<file path="src/rtl/pskip_pkg.sv">
package pskip_pkg;

    typedef enum logic [1:0] {
        LVL_NONE = 2'd0,
        LVL_LOW  = 2'd1,
        LVL_MED  = 2'd2,
        LVL_HIGH = 2'd3
    } lvl_e;

    typedef enum logic {
        ST_FULL = 1'b0,
        ST_THIN = 1'b1
    } thr_state_e;

    // Fixed depth table for the level code, in percent.
    function automatic int unsigned level_depth(input logic [1:0] code);
        int unsigned d;
        unique case (lvl_e'(code))
            LVL_NONE: d = 0;
            LVL_LOW:  d = 50;
            LVL_MED:  d = 75;
            LVL_HIGH: d = 85;
        endcase
        return d;
    endfunction

endpackage

</file>
<file path="src/rtl/pskip_depth_sel.sv">
module pskip_depth_sel
    import pskip_pkg::*;
#(
    parameter int unsigned PCT_W     = 7,
    parameter int unsigned SCALE     = 100,
    parameter int unsigned MAX_DEPTH = SCALE - 1,
    localparam int unsigned RATE_W   = $clog2(SCALE + 1)
) (
    input  logic              clk,
    input  logic              rst_n,
    input  logic              use_level,
    input  logic [PCT_W-1:0]  depth_pct,
    input  logic [1:0]        level_code,
    output thr_state_e        state,
    output logic [RATE_W-1:0] pass_rate
);

    localparam logic [PCT_W-1:0] MAX_V = PCT_W'(MAX_DEPTH);

    logic [PCT_W-1:0] raw_depth;
    logic [PCT_W-1:0] lim_depth;
    logic [PCT_W-1:0] depth_q;
    thr_state_e       state_q;
    thr_state_e       state_d;

    // Resolve source, then clamp so the clock never fully stops.
    always_comb begin
        raw_depth = use_level ? PCT_W'(level_depth(level_code)) : depth_pct;
        lim_depth = (raw_depth > MAX_V) ? MAX_V : raw_depth;
    end

    // Next-state decode.
    always_comb begin
        unique case (state_q)
            ST_FULL: state_d = (lim_depth != '0) ? ST_THIN : ST_FULL;
            ST_THIN: state_d = (lim_depth == '0) ? ST_FULL : ST_THIN;
        endcase
    end

    // State register.
    always_ff @(posedge clk or negedge rst_n) begin
        if (!rst_n) begin
            state_q <= ST_FULL;
            depth_q <= '0;
        end else begin
            state_q <= state_d;
            depth_q <= lim_depth;
        end
    end

    // Output decode.
    always_comb begin
        unique case (state_q)
            ST_FULL: pass_rate = RATE_W'(SCALE);
            ST_THIN: pass_rate = RATE_W'(SCALE - int'(depth_q));
        endcase
    end

    assign state = state_q;


    depth_clamp_chk: assert property (@(posedge clk) disable iff (!rst_n)
        depth_q <= MAX_V);


    level_high_chk: assert property (@(posedge clk) disable iff (!rst_n)
        (use_level && level_code == 2'd3) |=> (pass_rate == RATE_W'(15)));


    level_none_chk: assert property (@(posedge clk) disable iff (!rst_n)
        (use_level && level_code == 2'd0) |=> (state == ST_FULL));


    pct_ignored_chk: assert property (@(posedge clk) disable iff (!rst_n)
        (use_level && $past(use_level) && $stable(level_code)) |=> $stable(pass_rate));

endmodule

</file>
<file path="src/rtl/pskip_accum.sv">
module pskip_accum
    import pskip_pkg::*;
#(
    parameter int unsigned SCALE   = 100,
    localparam int unsigned RATE_W = $clog2(SCALE + 1),
    localparam int unsigned ACC_W  = $clog2(SCALE),
    localparam int unsigned SUM_W  = RATE_W + 1
) (
    input  logic              clk,
    input  logic              rst_n,
    input  thr_state_e        state,
    input  logic [RATE_W-1:0] pass_rate,
    output logic              pulse_en
);

    localparam logic [SUM_W-1:0] SCALE_V = SUM_W'(SCALE);

    logic [ACC_W-1:0] acc_q;
    logic [ACC_W-1:0] acc_d;
    logic [SUM_W-1:0] sum;
    logic             hit;

    always_comb begin
        sum = SUM_W'(acc_q) + SUM_W'(pass_rate);
        hit = (sum >= SCALE_V);
        unique case (state)
            ST_FULL: begin
                acc_d    = acc_q;
                pulse_en = 1'b1;
            end
            ST_THIN: begin
                acc_d    = hit ? ACC_W'(sum - SCALE_V) : ACC_W'(sum);
                pulse_en = hit;
            end
        endcase
    end

    always_ff @(posedge clk or negedge rst_n) begin
        if (!rst_n) acc_q <= '0;
        else        acc_q <= acc_d;
    end

    // Run of consecutive skipped cycles, kept for the stall check.
    logic [RATE_W:0] skip_run;
    always_ff @(posedge clk or negedge rst_n) begin
        if (!rst_n)        skip_run <= '0;
        else if (pulse_en) skip_run <= '0;
        else               skip_run <= skip_run + 1'b1;
    end


    acc_range_chk: assert property (@(posedge clk) disable iff (!rst_n)
        acc_q < ACC_W'(SCALE));


    full_pass_chk: assert property (@(posedge clk) disable iff (!rst_n)
        (state == ST_FULL) |-> pulse_en);


    no_stall_chk: assert property (@(posedge clk) disable iff (!rst_n)
        skip_run < (RATE_W+1)'(SCALE));


    acc_carry_chk: assert property (@(posedge clk) disable iff (!rst_n)
        (state == ST_THIN && !pulse_en) |=> (acc_q != '0));

endmodule

</file>
<file path="src/rtl/pulse_skip_throttle.sv">
module pulse_skip_throttle
    import pskip_pkg::*;
#(
    parameter int unsigned PCT_W = 7,
    parameter int unsigned SCALE = 100
) (
    input  logic             clk,
    input  logic             rst_n,
    input  logic             use_level,
    input  logic [PCT_W-1:0] depth_pct,
    input  logic [1:0]       level_code,
    output logic             clk_en
);

    localparam int unsigned RATE_W = $clog2(SCALE + 1);

    thr_state_e        st;
    logic [RATE_W-1:0] rate;

    pskip_depth_sel #(.PCT_W(PCT_W), .SCALE(SCALE)) u_sel (
        .clk        (clk),
        .rst_n      (rst_n),
        .use_level  (use_level),
        .depth_pct  (depth_pct),
        .level_code (level_code),
        .state      (st),
        .pass_rate  (rate)
    );

    pskip_accum #(.SCALE(SCALE)) u_acc (
        .clk       (clk),
        .rst_n     (rst_n),
        .state     (st),
        .pass_rate (rate),
        .pulse_en  (clk_en)
    );


    reset_pass_chk: assert property (@(posedge clk)
        (!rst_n) |-> clk_en);

endmodule

</file>
<file path="config.mk">
export PLATFORM = sky130hd
export DESIGN_NAME = pulse_skip_throttle
export DESIGN_NICKNAME = d
export VERILOG_FILES = /design/src/rtl/pskip_pkg.sv /design/src/rtl/pskip_depth_sel.sv /design/src/rtl/pskip_accum.sv /design/src/rtl/pulse_skip_throttle.sv
export SDC_FILE = /design/constraint.sdc
export NUM_CORES = 1
export LEC_CHECK = 0
export BUFFER_PORTS_ARGS = -buffer_cell sky130_fd_sc_hd__buf_4
export CAP_MARGIN = 10
export CORE_MARGIN = 4
export CORE_UTILIZATION = 30
export DETAILED_ROUTE_END_ITERATION = 10
export MAX_ROUTING_LAYER = met4
export PLACE_DENSITY = 0.48
export SYNTH_ARGS = -nofsm -noshare
export SYNTH_HDL_FRONTEND = slang
export SYNTH_SLANG_ARGS = --single-unit
</file>
<file path="constraint.sdc">
create_clock -name clk -period 7.5 [get_ports clk]
set_clock_uncertainty 0.15 [all_clocks]
set_input_delay 0.375 -clock clk [delete_from_list [all_inputs] [get_ports clk]]
set_output_delay 0.375 -clock clk [all_outputs]
set_load 0.03 [all_outputs]
</file>
Yosys cells after proc, flatten, opt, wreduce, memory -nomap -nowiden --
Cells that the tools add are included.
Cells by class: $lt $le $gt $ge 2, muxes and demuxes 10, bitwise logic cells 1, reductions and logical operators 3, add/subtract/negate cells 3, eq/ne operators 3
Operator list (number):
- $mux 7 | 4
- $pmux 7 s4 | 1
- $pmux 7 s2 | 1
- $add 7x7->8 | 1
- $ge 8x7->1 const B | 1
- $gt 7x7->1 const B | 1
- $logic_not 7->1 | 1
- $reduce_bool 7->1 | 1
- $sub 7x7->7 const A | 1
- $sub 7x7->7 const B | 1
- $eq 2x2->1 const B | 2
- $pmux 1 s2 | 2
- $eq 2x1->1 const B | 1
- $logic_not 2->1 | 1
- $mux 1 | 2
- $not 1->1 | 1
Storage, ports and cells: input port bits 12, bits in registers 15, logic and storage cells 25

Logic depth before layout (Yosys ltp) --
Gate-level depths: netlist of the first run.
depth in word-level cells 8, gate-level depth with buffers 14

Modules after synthesis --
From an unflattened synthesis of the first run, not the netlist that was laid out.
Unflattened totals: cells, all modules 147, area total of the unflattened synthesis 1380.1 um^2
By module, submodules not included:
- pskip_accum | area each 779.5 um^2, cells an instance 83, instances 1
- pskip_depth_sel | area each 600.6 um^2, cells an instance 64, instances 1

Worst setup path before layout of the first run --
No wires, ideal clock.
kind register -> output, start register u_sel.state_q (netlist: u_sel.state), end output port clk_en, setup slack 3.821 ns, required time 6.975 ns, arrival 3.154 ns, buffers on the path 2, stages on the path, launching flop included 13, path through dfrtp_1 -> clkbuf_1 -> clkbuf_1 -> and2_1 -> ha_1 -> a211oi_1 -> nor2_1 -> xor2_1 -> inv_1 -> ha_1 -> a221o_1 -> and3_1 -> or2_2
Between the ends: cells in the longest elaborated chain, start to end 5
Ends and longest elaborated chain:
- start, declared | line pskip_depth_sel.sv:23 | thr_state_e state_q;
- start signal, assigned | line pskip_depth_sel.sv:46 | state_q <= state_d;
- $not 1->1 | line pskip_depth_sel.sv:53, pskip_accum.sv:26
- $pmux 7 s2 | line pskip_depth_sel.sv:53 | unique case (state_q)
- $add 7x7->8 | line pskip_accum.sv:24 | sum = SUM_W'(acc_q) + SUM_W'(pass_rate);
- $ge 8x7->1 | line pskip_accum.sv:25 | hit = (sum >= SCALE_V);
- $pmux 1 s2 (*) | line pskip_accum.sv:26 | unique case (state)
- end, declared | line pulse_skip_throttle.sv:12 | output logic clk_en
Mark *: on every way between the ends. The rest lies on a longest branch, timed or not.

Worst setup path after layout of the first run --
Same ends and word-level chain as after synthesis.

==> report_table.html, run 1 <==
<table>
<tr><th>Metric</th><th>Value</th></tr>
<tr><th colspan="2">Status</th></tr>
<tr><td>Status</td><td>completed</td></tr>
<tr><th colspan="2">STA</th></tr>
<tr><td>Setup Total Neg Slack</td><td>0 ns</td></tr>
<tr><td>Hold violation total from the final report</td><td>0</td></tr>
<tr><td>Max Fclk</td><td>0.2364 GHz</td></tr>
<tr><td>Final Slew Violations</td><td>0</td></tr>
<tr><td>Number of setup violations in the final report</td><td>0</td></tr>
<tr><td>Slew at the pin with the worst max-slew slack</td><td>0.6825 ns</td></tr>
<tr><td>Share of the clock period used by the worst path</td><td>56.39%</td></tr>
<tr><td>Min Clock Period, post-route</td><td>4.229 ns</td></tr>
<tr><td>RSZ-0062 raised after global routing</td><td>false</td></tr>
<tr><td>Headroom to the max-slew limit</td><td>54.50%</td></tr>
<tr><th colspan="2">Setup path</th></tr>
<tr><td>Stages on the worst setup path</td><td>11</td></tr>
<tr><td>Worst-path maximum fanout</td><td>23</td></tr>
<tr><td>Worst-case register-to-register setup slack</td><td>3.96 ns</td></tr>
<tr><td>Startpoint class of the critical path</td><td>flip-flop</td></tr>
<tr><td>CP Cell Sequence</td><td>and2_1 &gt; ha_1 &gt; a211oi_1 &gt; nor2_1 &gt; xor2_1 &gt; inv_1 &gt; ha_1 &gt; a221o_1 &gt; and3_1 &gt; or2_2 &gt; buf_4</td></tr>
<tr><td>Cell depth of the worst flop-to-flop path</td><td>8</td></tr>
<tr><td>Buf/Inv on CP</td><td>2</td></tr>
<tr><td>Most repeated library cell on the critical path</td><td>ha_1</td></tr>
<tr><td>Critical path startpoint</td><td>u_sel.state$_DFF_PN0_</td></tr>
<tr><td>Worst Setup EP</td><td>clk_en</td></tr>
<tr><td>Worst reg2reg path startpoint</td><td>u_sel.state$_DFF_PN0_</td></tr>
<tr><td>Library cell contributing the largest single delay on the critical path</td><td>dfrtp_1</td></tr>
<tr><td>Required time reported for the critical path endpoint</td><td>6.97 ns</td></tr>
<tr><td>Endpoint of the worst register-to-register path</td><td>u_acc.acc_q[6]$_DFFE_PN0P_</td></tr>
<tr><td>Dominant delay contributor by cell family on the critical path</td><td>simple AND/OR/NAND/NOR gates</td></tr>
<tr><td>Longest individual stage delay on the worst path</td><td>0.78 ns</td></tr>
<tr><td>Worst Path Class, Setup</td><td>reg -&gt; out</td></tr>
<tr><td>Element type at the critical path end</td><td>output port</td></tr>
<tr><td>Signal arrival time at the worst endpoint</td><td>3.70 ns</td></tr>
<tr><th colspan="2">Floorplanning</th></tr>
<tr><td>Area of the die</td><td>5478 sq um</td></tr>
<tr><td>Effective utilization at floorplan</td><td>31.77%</td></tr>
<tr><td>Boundary Pins</td><td>13</td></tr>
<tr><td>Standard-cell row count</td><td>23</td></tr>
<tr><td>Floorplan Core Area</td><td>4115 sq um</td></tr>
<tr><td>Die Width</td><td>74.02 microns</td></tr>
<tr><td>Height of the chip</td><td>74.02 microns</td></tr>
<tr><th colspan="2">Cells and area</th></tr>
<tr><td>Total non-filler cell area in the finished layout</td><td>1500 sq um</td></tr>
<tr><td>Commonest cells after routing, fill and taps aside</td><td>15 x dfrtp_1, 14 x ha_1, 12 x buf_4</td></tr>
<tr><td>Total inserted antenna cells</td><td>0</td></tr>
<tr><td>Signed area change from the synthesized netlist to the final layout</td><td>14.74%</td></tr>
<tr><td>Fraction of final layout cells with drive strength greater than 1</td><td>13.58%</td></tr>
<tr><td>Leading cell type in the layout, fill and taps excluded</td><td>dfrtp_1</td></tr>
<tr><td>Final net count</td><td>190</td></tr>
<tr><td>Final cell count without fillers</td><td>212</td></tr>
<tr><td>Count of filler cells inserted in the layout</td><td>427</td></tr>
<tr><th colspan="2">Yosys</th></tr>
<tr><td>Number of cells produced by synthesis</td><td>149</td></tr>
<tr><td>Seq cells post-synth</td><td>15</td></tr>
<tr><td>Register area share after synthesis</td><td>28.71%</td></tr>
<tr><td>Number of unique standard cell types used by synthesis</td><td>46</td></tr>
<tr><td>Share of synthesized flip-flops with an asynchronous set or reset</td><td>100.0%</td></tr>
<tr><td>Synthesized netlist net count</td><td>176</td></tr>
<tr><td>Number of warnings issued by yosys</td><td>0</td></tr>
<tr><td>Post-synth top area cell</td><td>dfrtp_1</td></tr>
<tr><td>Top area cells in the synthesized netlist</td><td>dfrtp_1 29%, ha_1 13%, and2_1 3.3%</td></tr>
<tr><td>Cell area after technology mapping</td><td>1308 sq um</td></tr>
<tr><td>Number of flops mapped to enable cells by yosys</td><td>0</td></tr>
<tr><td>Syn Area/Cell</td><td>8.775 sq um</td></tr>
<tr><td>Area share of the largest cell type after synthesis</td><td>28.71%</td></tr>
<tr><td>Most used flip-flop cell after synthesis</td><td>dfrtp_1</td></tr>
<tr><th colspan="2">GRT</th></tr>
<tr><td>Gr ovfl total</td><td>0</td></tr>
<tr><td>Vias in the first global route</td><td>1048</td></tr>
<tr><td>Number of antenna violations at the first check in global routing</td><td>0</td></tr>
<tr><td>Maximum number of pins on one net before global-route repair</td><td>24</td></tr>
<tr><td>First-pass GRT wire length</td><td>4.692 mm</td></tr>
<tr><td>Overall routing resource usage</td><td>11.20%</td></tr>
<tr><th colspan="2">Clocking</th></tr>
<tr><td>Root buffer selected by CTS</td><td>clkbuf_8</td></tr>
<tr><td>Total number of H-tree levels</td><td>1</td></tr>
<tr><td>TritonCTS clock tree</td><td>built</td></tr>
<tr><td>Clk Latency, worst-skew pair</td><td>0.25 ns</td></tr>
<tr><td>CTS clock-pin slew for the worst setup and hold paths</td><td>0.06 ns</td></tr>
<tr><td>Maximum clock path buffer count</td><td>2</td></tr>
<tr><td>Total clock buffers created by CTS</td><td>3</td></tr>
<tr><td>Clk sink count</td><td>15</td></tr>
<tr><th colspan="2">Pwr</th></tr>
<tr><td>Maximum vdd ir drop</td><td>0.0001890 V</td></tr>
<tr><td>Cell area power density</td><td>473.4 nW/um^2</td></tr>
<tr><td>Clock network fraction of design power</td><td>9.5%</td></tr>
<tr><td>Net switching power</td><td>0.3450 mW</td></tr>
<tr><td>Switching Fraction</td><td>48.58%</td></tr>
<tr><td>Combinational power share</td><td>72.9%</td></tr>
<tr><td>Static Leak</td><td>0.6999 nW</td></tr>
<tr><td>Cell Int Power</td><td>0.3652 mW</td></tr>
<tr><td>Relative contribution of sequential cells to total power</td><td>17.6%</td></tr>
<tr><th colspan="2">Drt</th></tr>
<tr><td>Total Wirelength</td><td>2.893 mm</td></tr>
<tr><td>DR iter-0 viols</td><td>58</td></tr>
<tr><td>Number of vias per cell after detailed routing</td><td>5.349</td></tr>
<tr><td>Wire length per cell</td><td>13.65 microns</td></tr>
<tr><td>DRC violations left</td><td>0</td></tr>
<tr><td>Antenna violation net count after detailed routing</td><td>0</td></tr>
<tr><td>Detailed-router iteration count before antenna repair</td><td>4</td></tr>
<tr><td>Vias post-DR</td><td>1134</td></tr>
<tr><th colspan="2">Worst hold path</th></tr>
<tr><td>Number of stages on the worst hold path</td><td>3</td></tr>
<tr><td>Path type of the worst min-delay path</td><td>in -&gt; reg</td></tr>
<tr><th colspan="2">Place</th></tr>
<tr><td>Placed wire-length estimate after detailed placement</td><td>2.293 mm</td></tr>
<tr><td>Area of placed instances</td><td>1444 sq um</td></tr>
<tr><td>Number of placed cells counting well taps</td><td>207</td></tr>
<tr><td>Buffers added on ports</td><td>12</td></tr>
<tr><td>Final estimated routing congestion in global placement</td><td>0.8414</td></tr>
<tr><th colspan="2">Flow run</th></tr>
<tr><td>Max-capacitance violation count</td><td>0</td></tr>
</table>
## logic make-up after synthesis
logic type / count (synthesis) / share of synthesized area, %
simple gates: 56 / 23.35
compound gates: 37 / 20.19
fa+ha+maj: 15 / 14.93
flops: 15 / 28.71
buf+inv: 14 / 4.115
xor+xnor: 7 / 4.689
mux: 5 / 4.019
## how the worst min path moves through the flow
stage | start | to
after floorplan | rst_n | u_acc.acc_q[0]$_DFFE_PN0P_
after global placement | rst_n | u_sel.depth_q[1]$_DFF_PN0_
after detailed placement | rst_n | u_acc.acc_q[0]$_DFFE_PN0P_
after CTS | depth_pct[0] | u_sel.depth_q[0]$_DFF_PN0_
after global routing | depth_pct[0] | u_sel.depth_q[0]$_DFF_PN0_
final | depth_pct[0] | u_sel.depth_q[0]$_DFF_PN0_
## repair_timing
action	4_1_cts	5_1_grt
endpoints found under the hold margin	15	0
setup endpoints to repair	0	0
hold buffers	1	0
buffers inserted	0	0
gates resized for setup	0	0
## cells in the mapped netlist, types with 2 or more instances
cell,count
or3_1,2
a211o_1,2
nor2_1,10
clkbuf_1,2
o21ai_0,7
mux2i_1,3
nand4_1,3
ha_1,14
nor3_1,3
and2_1,7
and3b_1,2
nor4_1,2
a211oi_1,3
xor2_1,3
xnor2_1,4
o211ai_1,2
nor2b_1,4
inv_1,10
and3_1,2
nand2b_1,3
o311a_1,2
mux2_2,2
nand3_1,3
or2_2,2
nand2_1,10
a21oi_1,7
a31oi_1,2
dfrtp_1,15
## state kept, by name (all words and copies together) (netlist names)
register       flops
u_acc.acc_q        7
u_sel.depth_q      7
u_sel.state        1
## area by class of cell
class | instances | area, sq um | area share (%)
clock buffer | 3 | 41.29 | 2.752
sequential | 15 | 375.4 | 25.02
clock inverter | 1 | 5.005 | 0.3336
inverter | 10 | 37.54 | 2.502
multi-input combinational | 120 | 878.3 | 58.55
timing repair buffer | 13 | 100.1 | 6.672
tap | 50 | 62.56 | 4.170
## layer usage
layer	routed length, microns	part of all wire (%)	GRT usage (%)	vias to the layer above
met5	0	0	-	-
li1	-	-	-	576
met1	1427	49	15.62	531
met3	109	3.8	2.027	4
met4	22	0.76	2.817	0
met2	1333	46	16.73	23
## worst min-delay path, cell delays in order
cell	delay, ns
buf_4	0.08
nand2b_1	0.04
nand3_1	0.08
## metrics by stage
step	hold slack [ns]	utilization, %	setup slack (ns)	power, mW
final	0.2205	36.45	3.271	0.7102
after global routing	0.2230	36.45	3.061	0.7804
after detailed placement	0.1006	35.09	3.579	0.6371
after CTS	0.2110	36.45	3.302	0.7105
after floorplan	-0.07059	-	3.821	0.5306
after global placement	0.09562	35.09	3.697	0.6367
## power by group through the flow
| stage | sequential (mW) | clock (mW) | combinational, mW |
|---|---|---|---|
| after floorplan | 0.122 | 0 | 0.409 |
| after global placement | 0.127 | 0 | 0.509 |
| after detailed placement | 0.127 | 0 | 0.510 |
| after CTS | 0.125 | 0.0702 | 0.515 |
| after global routing | 0.128 | 0.0747 | 0.578 |
| final | 0.125 | 0.0673 | 0.518 |
Note: power is estimated with default switching activity, not from simulation.
==> run 2, diff against run 1 <==
clock period = 4 ns   (was 7.5 ns; I/O delays follow)
==> run 2 against run 1 <==
Worst hold slack got worse by 0.18 ns. Core utilization increased by 0.49 points. Combinational power increased by 91%. Largest power group unchanged. Cell area increased by 1.3%. Setup slack got worse by 3.0 ns. Via count increased by 0.79%. Critical endpoint unchanged. Register-to-register slack got worse by 3.4 ns. Sequential power increased by 87%.
==> report_table.html, run 2 (synthesized netlist as in run 1, its figures left out) <==
<table>
<tr><th>Metric</th><th>Value</th></tr>
<tr><th colspan="2">Place</th></tr>
<tr><td>Final estimated routing congestion in global placement</td><td>0.8562 (+1.8%)</td></tr>
<tr><td>Setup Slack @ Placement</td><td>0.4015 ns (-3.178 ns)</td></tr>
<tr><td>Buffers added on ports</td><td>12 (unchanged)</td></tr>
<tr><td>Placed wire-length estimate after detailed placement</td><td>2.243 mm (-2.2%)</td></tr>
<tr><th colspan="2">STA</th></tr>
<tr><td>Max Fclk</td><td>0.2690 GHz</td></tr>
<tr><td>Final Slew Violations</td><td>0 (unchanged)</td></tr>
<tr><td>Share of the clock period used by the worst path</td><td>92.95%</td></tr>
<tr><td>Headroom to the max-slew limit</td><td>61.69% (+7.2 points)</td></tr>
<tr><td>Slew at the pin with the worst max-slew slack</td><td>0.5601 ns (-0.1224 ns)</td></tr>
<tr><td>Min Clock Period, post-route</td><td>3.718 ns</td></tr>
<tr><td>Hold violation total from the final report</td><td>0 (unchanged)</td></tr>
<tr><td>Number of setup violations in the final report</td><td>0 (unchanged)</td></tr>
<tr><td>Setup Total Neg Slack</td><td>0 ns (unchanged)</td></tr>
<tr><td>Worst setup margin</td><td>0.2821 ns (-2.989 ns)</td></tr>
<tr><td>RSZ-0062 raised after global routing</td><td>false</td></tr>
<tr><th colspan="2">Setup path</th></tr>
<tr><td>Worst-path maximum fanout</td><td>8 (-65%)</td></tr>
<tr><td>Endpoint of the worst register-to-register path</td><td>u_acc.acc_q[6]$_DFFE_PN0P_</td></tr>
<tr><td>Dominant delay contributor by cell family on the critical path</td><td>simple AND/OR/NAND/NOR gates</td></tr>
<tr><td>CP Cell Sequence</td><td>inv_1 &gt; ha_1 &gt; nor2b_1 &gt; nor3_1 &gt; nand2b_1 &gt; xnor2_1 &gt; nand2_1 &gt; ha_1 &gt; and3b_1 &gt; a211o_1 &gt; or3_1 &gt; and3_1 &gt; or2_2 &gt; buf_4</td></tr>
<tr><td>Longest individual stage delay on the worst path</td><td>0.44 ns (-0.34 ns)</td></tr>
<tr><td>Library cell contributing the largest single delay on the critical path</td><td>or3_1</td></tr>
<tr><td>Startpoint class of the critical path</td><td>flip-flop</td></tr>
<tr><td>Worst-case register-to-register setup slack</td><td>0.55 ns (-3.41 ns)</td></tr>
<tr><td>Signal arrival time at the worst endpoint</td><td>3.37 ns (-0.33 ns)</td></tr>
<tr><td>Buf/Inv on CP</td><td>2 (unchanged)</td></tr>
<tr><td>Cell depth of the worst flop-to-flop path</td><td>13 (+5)</td></tr>
<tr><td>Required time reported for the critical path endpoint</td><td>3.65 ns (-3.32 ns)</td></tr>
<tr><td>Most repeated library cell on the critical path</td><td>ha_1</td></tr>
<tr><td>Worst Path Class, Setup</td><td>reg -&gt; out</td></tr>
<tr><td>Element type at the critical path end</td><td>output port</td></tr>
<tr><td>Worst reg2reg path startpoint</td><td>u_sel.depth_q[0]$_DFF_PN0_</td></tr>
<tr><th colspan="2">GRT</th></tr>
<tr><td>Maximum number of pins on one net before global-route repair</td><td>22 (-8.3%)</td></tr>
<tr><td>Vias in the first global route</td><td>1099 (+4.9%)</td></tr>
<tr><td>Gr ovfl total</td><td>0 (unchanged)</td></tr>
<tr><td>Overall routing resource usage</td><td>11.48% (+0.27 points)</td></tr>
<tr><td>First-pass GRT wire length</td><td>4.816 mm (+2.6%)</td></tr>
<tr><td>Number of antenna violations at the first check in global routing</td><td>0 (unchanged)</td></tr>
<tr><th colspan="2">Drt</th></tr>
<tr><td>Total Wirelength</td><td>2.810 mm (-2.9%)</td></tr>
<tr><td>DRC violations left</td><td>0 (unchanged)</td></tr>
<tr><td>Wire length per cell</td><td>13.19 microns (-3.3%)</td></tr>
<tr><td>Detailed-router iteration count before antenna repair</td><td>4 (unchanged)</td></tr>
<tr><td>Antenna violation net count after detailed routing</td><td>0 (unchanged)</td></tr>
<tr><td>Number of vias per cell after detailed routing</td><td>5.366 (+0.32%)</td></tr>
<tr><td>Vias post-DR</td><td>1143 (+0.79%)</td></tr>
<tr><td>DR iter-0 viols</td><td>61 (+5.2%)</td></tr>
<tr><th colspan="2">Cells and area</th></tr>
<tr><td>Total inserted antenna cells</td><td>0 (unchanged)</td></tr>
<tr><td>Final net count</td><td>191 (+0.53%)</td></tr>
<tr><td>Signed area change from the synthesized netlist to the final layout</td><td>16.27%</td></tr>
<tr><td>Commonest cells after routing, fill and taps aside</td><td>15 x dfrtp_1, 14 x ha_1, 13 x buf_4</td></tr>
<tr><td>Leading cell type in the layout, fill and taps excluded</td><td>dfrtp_1</td></tr>
<tr><td>Fraction of final layout cells with drive strength greater than 1</td><td>15.34% (+1.8 points)</td></tr>
<tr><th colspan="2">Worst hold path</th></tr>
<tr><td>Number of stages on the worst hold path</td><td>3 (unchanged)</td></tr>
<tr><td>Path type of the worst min-delay path</td><td>in -&gt; reg</td></tr>
<tr><td>Sink of the worst hold path</td><td>u_sel.depth_q[0]$_DFF_PN0_</td></tr>
<tr><td>Hold Startpoint</td><td>depth_pct[0]</td></tr>
<tr><th colspan="2">Floorplanning</th></tr>
<tr><td>Standard-cell row count</td><td>23 (unchanged)</td></tr>
<tr><td>Height of the chip</td><td>74.02 microns (unchanged)</td></tr>
<tr><td>Area of the die</td><td>5478 sq um (unchanged)</td></tr>
<tr><td>Boundary Pins</td><td>13 (unchanged)</td></tr>
<tr><td>Effective utilization at floorplan</td><td>31.77% (unchanged)</td></tr>
<tr><td>Floorplan Core Area</td><td>4115 sq um (unchanged)</td></tr>
<tr><td>Die Width</td><td>74.02 microns (unchanged)</td></tr>
<tr><th colspan="2">Pwr</th></tr>
<tr><td>Switching Fraction</td><td>48.38% (-0.19 points)</td></tr>
<tr><td>Cell area power density</td><td>884.0 nW/um^2 (+87%)</td></tr>
<tr><td>Cell Int Power</td><td>0.6936 mW (+90%)</td></tr>
<tr><td>Maximum vdd ir drop</td><td>0.0004566 V (+140%)</td></tr>
<tr><td>Relative contribution of sequential cells to total power</td><td>17.4% (-0.2 points)</td></tr>
<tr><td>Clock network fraction of design power</td><td>9.1% (-0.4 points)</td></tr>
<tr><td>Net switching power</td><td>0.6502 mW (+88%)</td></tr>
<tr><td>Static Leak</td><td>0.7062 nW (+0.90%)</td></tr>
<tr><td>Combinational power share</td><td>73.5% (+0.6 points)</td></tr>
<tr><th colspan="2">Flow run</th></tr>
<tr><td>Max-capacitance violation count</td><td>0 (unchanged)</td></tr>
<tr><th colspan="2">Clocking</th></tr>
<tr><td>Maximum clock path buffer count</td><td>2 (unchanged)</td></tr>
<tr><td>TritonCTS clock tree</td><td>built</td></tr>
<tr><td>Clk Latency, worst-skew pair</td><td>0.24 ns (about the same)</td></tr>
<tr><td>Total number of H-tree levels</td><td>1 (unchanged)</td></tr>
<tr><td>CTS clock-pin slew for the worst setup and hold paths</td><td>0.06 ns (about the same)</td></tr>
<tr><td>Post-CTS setup buffers</td><td>0 (unchanged)</td></tr>
<tr><td>Clk sink count</td><td>15 (unchanged)</td></tr>
<tr><td>Total clock buffers created by CTS</td><td>3 (unchanged)</td></tr>
<tr><td>Root buffer selected by CTS</td><td>clkbuf_8</td></tr>
<tr><th colspan="2">Status</th></tr>
<tr><td>Status</td><td>completed</td></tr>
</table>
run 2: changes by cell type in the layout (fill, tap and decap cells not counted):
| cell | change |
|---|---|
| a211oi_1 | -1 |
| a211oi_2 | +1 |
| buf_4 | +1 |
| xor2_1 | -1 |
| xor2_2 | +1 |
run 2: tightest hold or removal path: stages:
cell	delay, ns
buf_4	0.09
nand2b_1	0.05
nand3_1	0.07
run 2: how the worst max path moves through the flow:
| stage | start | endpoint | slack [ns] | cells after the start |
|---|---|---|---|---|
| after floorplan | u_sel.state$_DFF_PN0_ | clk_en | 0.50 | 12 |
| after CTS | u_sel.depth_q[0]$_DFF_PN0_ | clk_en | 0.12 | 13 |
| after global routing | u_sel.depth_q[0]$_DFF_PN0_ | clk_en | 0.03 | 14 |
| after detailed placement | u_sel.depth_q[0]$_DFF_PN0_ | clk_en | 0.40 | 13 |
| final | u_sel.depth_q[0]$_DFF_PN0_ | clk_en | 0.28 | 14 |
| after global placement | u_sel.depth_q[0]$_DFF_PN0_ | clk_en | 0.52 | 13 |
run 2: layout make-up:
cell class | instances | area, sq um
sequential | 15 | 375.4
fill | 428 | 2595
tap | 50 | 62.56
inverter | 10 | 37.54
timing repair buffer | 14 | 107.6
multi-input combinational | 120 | 890.9
clock buffer | 3 | 41.29
clock inverter | 1 | 5.005
run 2: power by group through the flow:
stage	clock, mW	combinational (mW)	sequential, mW
2_1_floorplan	0	0.767	0.228
3_3_place_gp	0	0.953	0.237
3_5_place_dp	0	0.955	0.237
4_1_cts	0.127	0.966	0.235
5_1_grt	0.136	1.11	0.240
6_report	0.122	0.988	0.234
run 2: layer usage:
layer | wire [microns] | GRT usage, % | vias to the layer above
li1 | - | - | 576
met1 | 1305 | 15.17 | 544
met2 | 1390 | 17.81 | 21
met5 | 0 | - | -
met4 | 17 | 2.414 | 0
met3 | 97 | 2.838 | 2
run 2: what timing repair did:
| action | 4_1_cts | 5_1_grt |
|---|---|---|
| resized for setup | 0 | 2 |
| hold endpoints to repair | 15 | 0 |
| hold buffers | 1 | 0 |
| endpoints found under the setup margin | 0 | 1 |
run 2: metrics by stage:
step                      utilization, %  area (sq um)  std cells  hold slack (ns)  total power [mW]
final                              36.94          1520        213          0.04242             1.344
after global routing               36.94          1520        213          0.04756             1.482
after CTS                          36.64          1508        213          0.04301             1.328
after detailed placement           35.27          1451        208         -0.07757             1.192
after global placement             35.27          1451        208         -0.07672             1.190
after floorplan                        -          1308        149          -0.2456            0.9948
